### src/rtl/psc_pkg.sv
package psc_pkg;
    typedef enum logic [1:0] {
        ST_SEARCH = 2'd0,
        ST_LOCKED = 2'd1,
        ST_VERIFY = 2'd2
    } psc_state_e;
endpackage

### src/rtl/psc_dwell_timer.sv
module psc_dwell_timer #(
    parameter int DWELL = 1024
) (
    input  logic clk,
    input  logic rst_n,
    input  logic clear,
    input  logic step,
    output logic expire
);
    localparam int W = (DWELL > 1) ? $clog2(DWELL) : 1;
    localparam logic [W-1:0] LAST = W'(DWELL - 1);

    typedef struct packed {
        logic [W-1:0] cnt;
    } dwell_regs_t;

    dwell_regs_t r_d, r_q;

    always_comb begin
        r_d    = r_q;
        expire = step && !clear && (r_q.cnt == LAST);
        if (clear || expire) begin
            r_d.cnt = '0;
        end else if (step) begin
            r_d.cnt = r_q.cnt + 1'b1;
        end
    end

    always_ff @(posedge clk) begin
        if (!rst_n) r_q <= '0;
        else        r_q <= r_d;
    end
endmodule

### src/rtl/psc_frame_counter.sv
module psc_frame_counter #(
    parameter int MAX_COUNT = 255,
    localparam int W = (MAX_COUNT > 1) ? $clog2(MAX_COUNT) : 1
) (
    input  logic         clk,
    input  logic         rst_n,
    input  logic         clear,
    input  logic         step,
    input  logic [W-1:0] last_idx,
    output logic         term
);
    typedef struct packed {
        logic [W-1:0] pos;
    } frame_regs_t;

    frame_regs_t r_d, r_q;

    always_comb begin
        r_d  = r_q;
        term = step && !clear && (r_q.pos == last_idx);
        if (clear || term) begin
            r_d.pos = '0;
        end else if (step) begin
            r_d.pos = r_q.pos + 1'b1;
        end
    end

    always_ff @(posedge clk) begin
        if (!rst_n) r_q <= '0;
        else        r_q <= r_d;
    end
endmodule

### src/rtl/phase_sync_ctrl.sv
module phase_sync_ctrl #(
    parameter int DWELL      = 1024,
    parameter int BLOCK_LEN  = 255,
    parameter int MARKER_LEN = 4
) (
    input  logic       clk,
    input  logic       rst_n,
    input  logic       byte_vld,
    input  logic       marker_hit,
    output logic [1:0] quad_sel,
    output logic       rs_start,
    output logic       locked
);
    import psc_pkg::*;

    localparam int FMAX = (BLOCK_LEN > MARKER_LEN) ? BLOCK_LEN : MARKER_LEN;
    localparam int FW   = (FMAX > 1) ? $clog2(FMAX) : 1;
    localparam logic [FW-1:0] BLOCK_LAST  = FW'(BLOCK_LEN - 1);
    localparam logic [FW-1:0] MARKER_LAST = FW'(MARKER_LEN - 1);

    typedef struct packed {
        psc_state_e  state;
        logic [1:0]  quad;
        logic        pend;
    } ctrl_regs_t;

    ctrl_regs_t r_d, r_q;

    logic          dwell_clear, dwell_step, dwell_expire;
    logic          frame_clear, frame_step, frame_term;
    logic [FW-1:0] frame_last;
    logic          hit_now;

    assign hit_now = byte_vld && marker_hit;

    psc_dwell_timer #(.DWELL(DWELL)) u_dwell (
        .clk    (clk),
        .rst_n  (rst_n),
        .clear  (dwell_clear),
        .step   (dwell_step),
        .expire (dwell_expire)
    );

    psc_frame_counter #(.MAX_COUNT(FMAX)) u_frame (
        .clk      (clk),
        .rst_n    (rst_n),
        .clear    (frame_clear),
        .step     (frame_step),
        .last_idx (frame_last),
        .term     (frame_term)
    );

    always_comb begin
        r_d         = r_q;
        dwell_step  = (r_q.state == ST_SEARCH) && byte_vld;
        dwell_clear = (r_q.state != ST_SEARCH) || hit_now;
        frame_step  = (r_q.state != ST_SEARCH) && byte_vld;
        frame_clear = (r_q.state == ST_SEARCH);
        frame_last  = (r_q.state == ST_VERIFY) ? MARKER_LAST : BLOCK_LAST;

        unique case (r_q.state)
            ST_SEARCH: begin
                if (hit_now) begin
                    r_d.state = ST_LOCKED;
                    r_d.pend  = 1'b1;
                end else if (dwell_expire) begin
                    r_d.quad = r_q.quad + 2'd1;
                end
            end
            ST_LOCKED: begin
                if (byte_vld) r_d.pend = 1'b0;
                if (frame_term) r_d.state = ST_VERIFY;
            end
            ST_VERIFY: begin
                if (frame_term) begin
                    if (marker_hit) begin
                        r_d.state = ST_LOCKED;
                        r_d.pend  = 1'b1;
                    end else begin
                        r_d.state = ST_SEARCH;
                    end
                end
            end
            default: r_d.state = ST_SEARCH;
        endcase
    end

    always_ff @(posedge clk) begin
        if (!rst_n) begin
            r_q.state <= ST_SEARCH;
            r_q.quad  <= 2'd0;
            r_q.pend  <= 1'b0;
        end else begin
            r_q <= r_d;
        end
    end

    assign quad_sel = r_q.quad;
    assign locked   = (r_q.state != ST_SEARCH);
    assign rs_start = (r_q.state == ST_LOCKED) && r_q.pend && byte_vld;
endmodule

### config.mk
export PLATFORM = sky130hd
export DESIGN_NAME = phase_sync_ctrl
export DESIGN_NICKNAME = d
export VERILOG_FILES = /design/src/rtl/psc_pkg.sv /design/src/rtl/psc_dwell_timer.sv /design/src/rtl/psc_frame_counter.sv /design/src/rtl/phase_sync_ctrl.sv
export SDC_FILE = /design/constraint.sdc
export NUM_CORES = 1
export LEC_CHECK = 0
export BUFFER_PORTS_ARGS = -buffer_cell sky130_fd_sc_hd__buf_2
export CAP_MARGIN = 10
export CORE_ASPECT_RATIO = 0.9
export CORE_UTILIZATION = 40
export DETAILED_ROUTE_END_ITERATION = 6
export MAX_ROUTING_LAYER = met4
export PLACE_DENSITY_LB_ADDON = 0.12
export SYNTH_ARGS = -nofsm -noshare
export SYNTH_HDL_FRONTEND = slang
export SYNTH_HIERARCHICAL = 1
export SYNTH_SLANG_ARGS = --single-unit
### constraint.sdc
create_clock -name clk -period 4 [get_ports clk]
set_clock_uncertainty 0.2 [all_clocks]
set_input_delay 0.2 -clock clk [delete_from_list [all_inputs] [get_ports clk]]
set_output_delay 0.2 -clock clk [all_outputs]
set_load 0.05 [all_outputs]
==> run summary <==
The final design instance area without fill came out at 0.00136 mm². The synthesized netlist occupies a cell area of 0.00128 mm². The area added between synthesis and finish came out at 6.25%. The combined area of the multi-input logic cells is 753 µm². The tightest hold margin is 0.0615 ns. The overall overflow remaining after global route is 0. The kind of critical path is flip-flop to flip-flop. The clock input transition at the sequential cells of the worst setup and hold paths came out at 0.14 ns.

The total number of vias came out at 994. After clock tree synthesis, the setup repair step added 0 buffers. The starting utilization of the core area came out at 42.1%. TritonCTS built the clock tree. The storage element area is 460 µm². In the layout the commonest cells are dfxtp_1 (23), xnor2_1 (13), nor2_1 (12). The total iterations of the first detailed-routing run came out at 4. In this run the clock root is driven by a clkbuf_4. The worst setup path is launched from a flip-flop. The largest stage delay on the critical path came out at 0.55 ns. The flow ran to the end, and the final reports show no timing, DRC or antenna violations. The net count of the finished layout is 159.

The depth of the CTS H-tree is 1. Counting distinct cell types in the post-synthesis netlist gives 42. The peak supply drop is 207 µV. The number of rows in the core area came out at 19. The die width came out at 61.7 µm. The flip-flop and latch count after synthesis came out at 23. The actual transition at the worst max-transition pin is 0.558 ns. The number of global-route vias before repair is 937. In the finished design, the share of the clock period the worst path needs comes to 61.8%. The full die area came out at 0.00343 mm². The clock passes through at most 2 buffers.

The number of DRC markers after the initial detailed-route iteration came out at 37. Grouping stages by cell kind, the critical path spends the most delay in simple AND/OR/NAND/NOR gates. The gate count of the mapped netlist came out at 146.

The layout filler cell count came out at 324. The largest fanout on the critical path is 13. The last weighted congestion value of the routability-driven placer came out at 0.812. Averaged over all synthesized cells, the footprint is 8.78 µm².

The reported leakage power is 0.469 nW. The clock period could shrink to 2.47 ns. The number of hold buffers added after CTS came out at 1.

Counting every sink on the clock net gives 23. The yosys synthesis warning count is 6. Synthesis produced a netlist with a net count of 152. The total of endpoints with negative setup slack in the final report is 0.

The number of enable flip-flop cells after synthesis is 0. The routed wire length per instance is 11.6 µm. The top achievable clock speed is 0.405 GHz.

For this run, the total global-route usage over all layers was measured as 15.1%. After legalization and detailed placement, the total HPWL measured 1670 µm. The top flip-flop cell by instance count after synthesis is dfxtp_1. The largest individual stage delay along the critical path comes from the cell dfxtp_1. Counting both buffers and inverters, the worst setup path holds a total of 0. The source-to-sink clock delay at the later pin of the worst-skew pair came out at 0.31 ns. The count of instances resized after the clock tree is built is 0. The data required time of the critical path came out at 4.04 ns. Traced cell by cell, the critical path runs through nor2_1 -> nor2b_1 -> nand3b_1 -> nor3_4 -> a31oi_1 -> a221oi_2.

The number of port buffers is 7. The leading cell type in the layout, fill and taps excluded is dfxtp_1. The fraction of registers with async set/reset is 0%. The antenna diode instance count came out at 0.

The placed instances occupy a cell area of 0.00132 mm². In the final layout, the share of cells above drive strength 1 is 13.8%. The final-layout setup total negative slack came out at 0 ns. The area of the core is 0.00304 mm².

The first global-routing pass estimated 3890 µm of wire. The normalized max-slew margin is 62.4%. Entering global routing, the biggest net connects 14 pins. In this run the worst hold path is classified as input pin to flip-flop. Max-cap violations in this run came to 0. The power per standard cell area is 278 mW/mm². The DRC violation count after routing came out at 0. The number of endpoints with negative hold slack in the final report came out at 0. Dividing the detail-routed via count by the number of cells gives 5.12. STA puts the critical path data arrival time at 2.51 ns. The sequential-to-total area share from yosys stat is 35.9%.

The detail route stage leaves a number of antenna-violating nets equal to 0. The total wirelength of the detailed-routed design is 2260 µm. The number of top-level design ports is 8.

The count of pins over their slew limit came to 0. The number of antenna violations at the first check in global routing was 0. Setup repair after global routing left no endpoint under its margin. The vertical extent of the die is 55.7 µm. The kind of end point of the critical path is a flip-flop. The CTS buffer count came out at 3.
[kinds of logic (layout without fill, tap and decap cells)]
| kind of cell | after synthesis | count (layout) | share of synthesized area, % |
|---|---|---|---|
| AND/OR/NAND/NOR | 65 | 65 | 28.9 |
| flip-flops | 23 | 23 | 35.9 |
| AO/OA/AOI/OAI | 21 | 21 | 12.3 |
| XOR/XNOR | 19 | 19 | 13.0 |
| buffers and inverters | 12 | 18 | 5.27 |
| multiplexers | 3 | 3 | 2.34 |
| adder cells (fa/ha/maj) | 2 | 2 | 1.95 |
| other | 1 | 1 | 0.293 |
[area by class of cell]
class	instances	share of cell area [%]
clock buffers	3	1.65
clock inverters	1	0.368
inverters	6	1.65
multi-input cells	111	55.3
flip-flops and latches	23	33.8
well taps	42	3.86
repair buffers	8	3.31
[through the flow]
stage	setup WS, ns	util [%]	total power, mW	cells
finish	1.53	44.7	0.379	194
global route	1.31	44.7	0.397	194
CTS	1.50	44.7	0.385	194
detailed placement	1.53	43.5	0.276	189
global placement	1.57	43.5	0.275	189
floorplan	1.85	-	0.270	146
[Yosys cell counts (2+ instances only)]
master     n  share of area [%]
a21oi_1    7                2.7
nand2_1   11                3.2
o21ai_0    4                1.6
mux2i_1    3                2.3
nor4_1     2               0.98
or3_1      3                1.5
nand4_1    5                2.4
ha_1       2                2.0
nand2b_1   3                1.5
nand3b_1   2                1.2
xor2_1     6                4.1
nand3_1    5                2.0
xnor2_1   13                8.9
nor2b_1    4                2.0
dfxtp_1   23                 36
nor2_1    12                3.5
nor3_1     8                3.1
or4_1      2                1.2
inv_1      5                1.5
buf_4      4                2.3
[registers in the layout, summed over array words and instances, names as in the netlist]
name	flops
quad_sel	2
r_q	3
u_frame/r_q	8
u_dwell/r_q	10
[worst register-to-register path: stages (launching register included)]
cell      delay, ns
dfxtp_1        0.55
nor2_1         0.15
nor2b_1        0.40
nand3b_1       0.19
nor3_4         0.47
a31oi_1        0.18
a221oi_2       0.25
[power breakdown]
| group | switching (mW) | internal, mW |
|---|---|---|
| clock network | 0.0701 | 0.0373 |
| registers | 0.00524 | 0.232 |
| logic | 0.0202 | 0.0137 |
[final timing paths]
kind / slack (ns) / cells after the start / start / endpoint
max: 1.53 / 6 / r_q[3] / r_q[0]
min: 0.06 / 3 / marker_hit / r_q[0]
max reg2reg: 1.53 / 6 / r_q[3] / r_q[0]
min reg2reg: 0.29 / 2 / quad_sel[1] / quad_sel[1]
[metal layers]
metal	vias up	global-route usage, %	wire, µm
li1	521	-	-
met1	467	19.4	1220
met2	4	23.3	989
met3	2	4.88	32
met4	0	2.86	18
met5	-	-	0
Note: power is estimated with default switching activity, not from simulation.
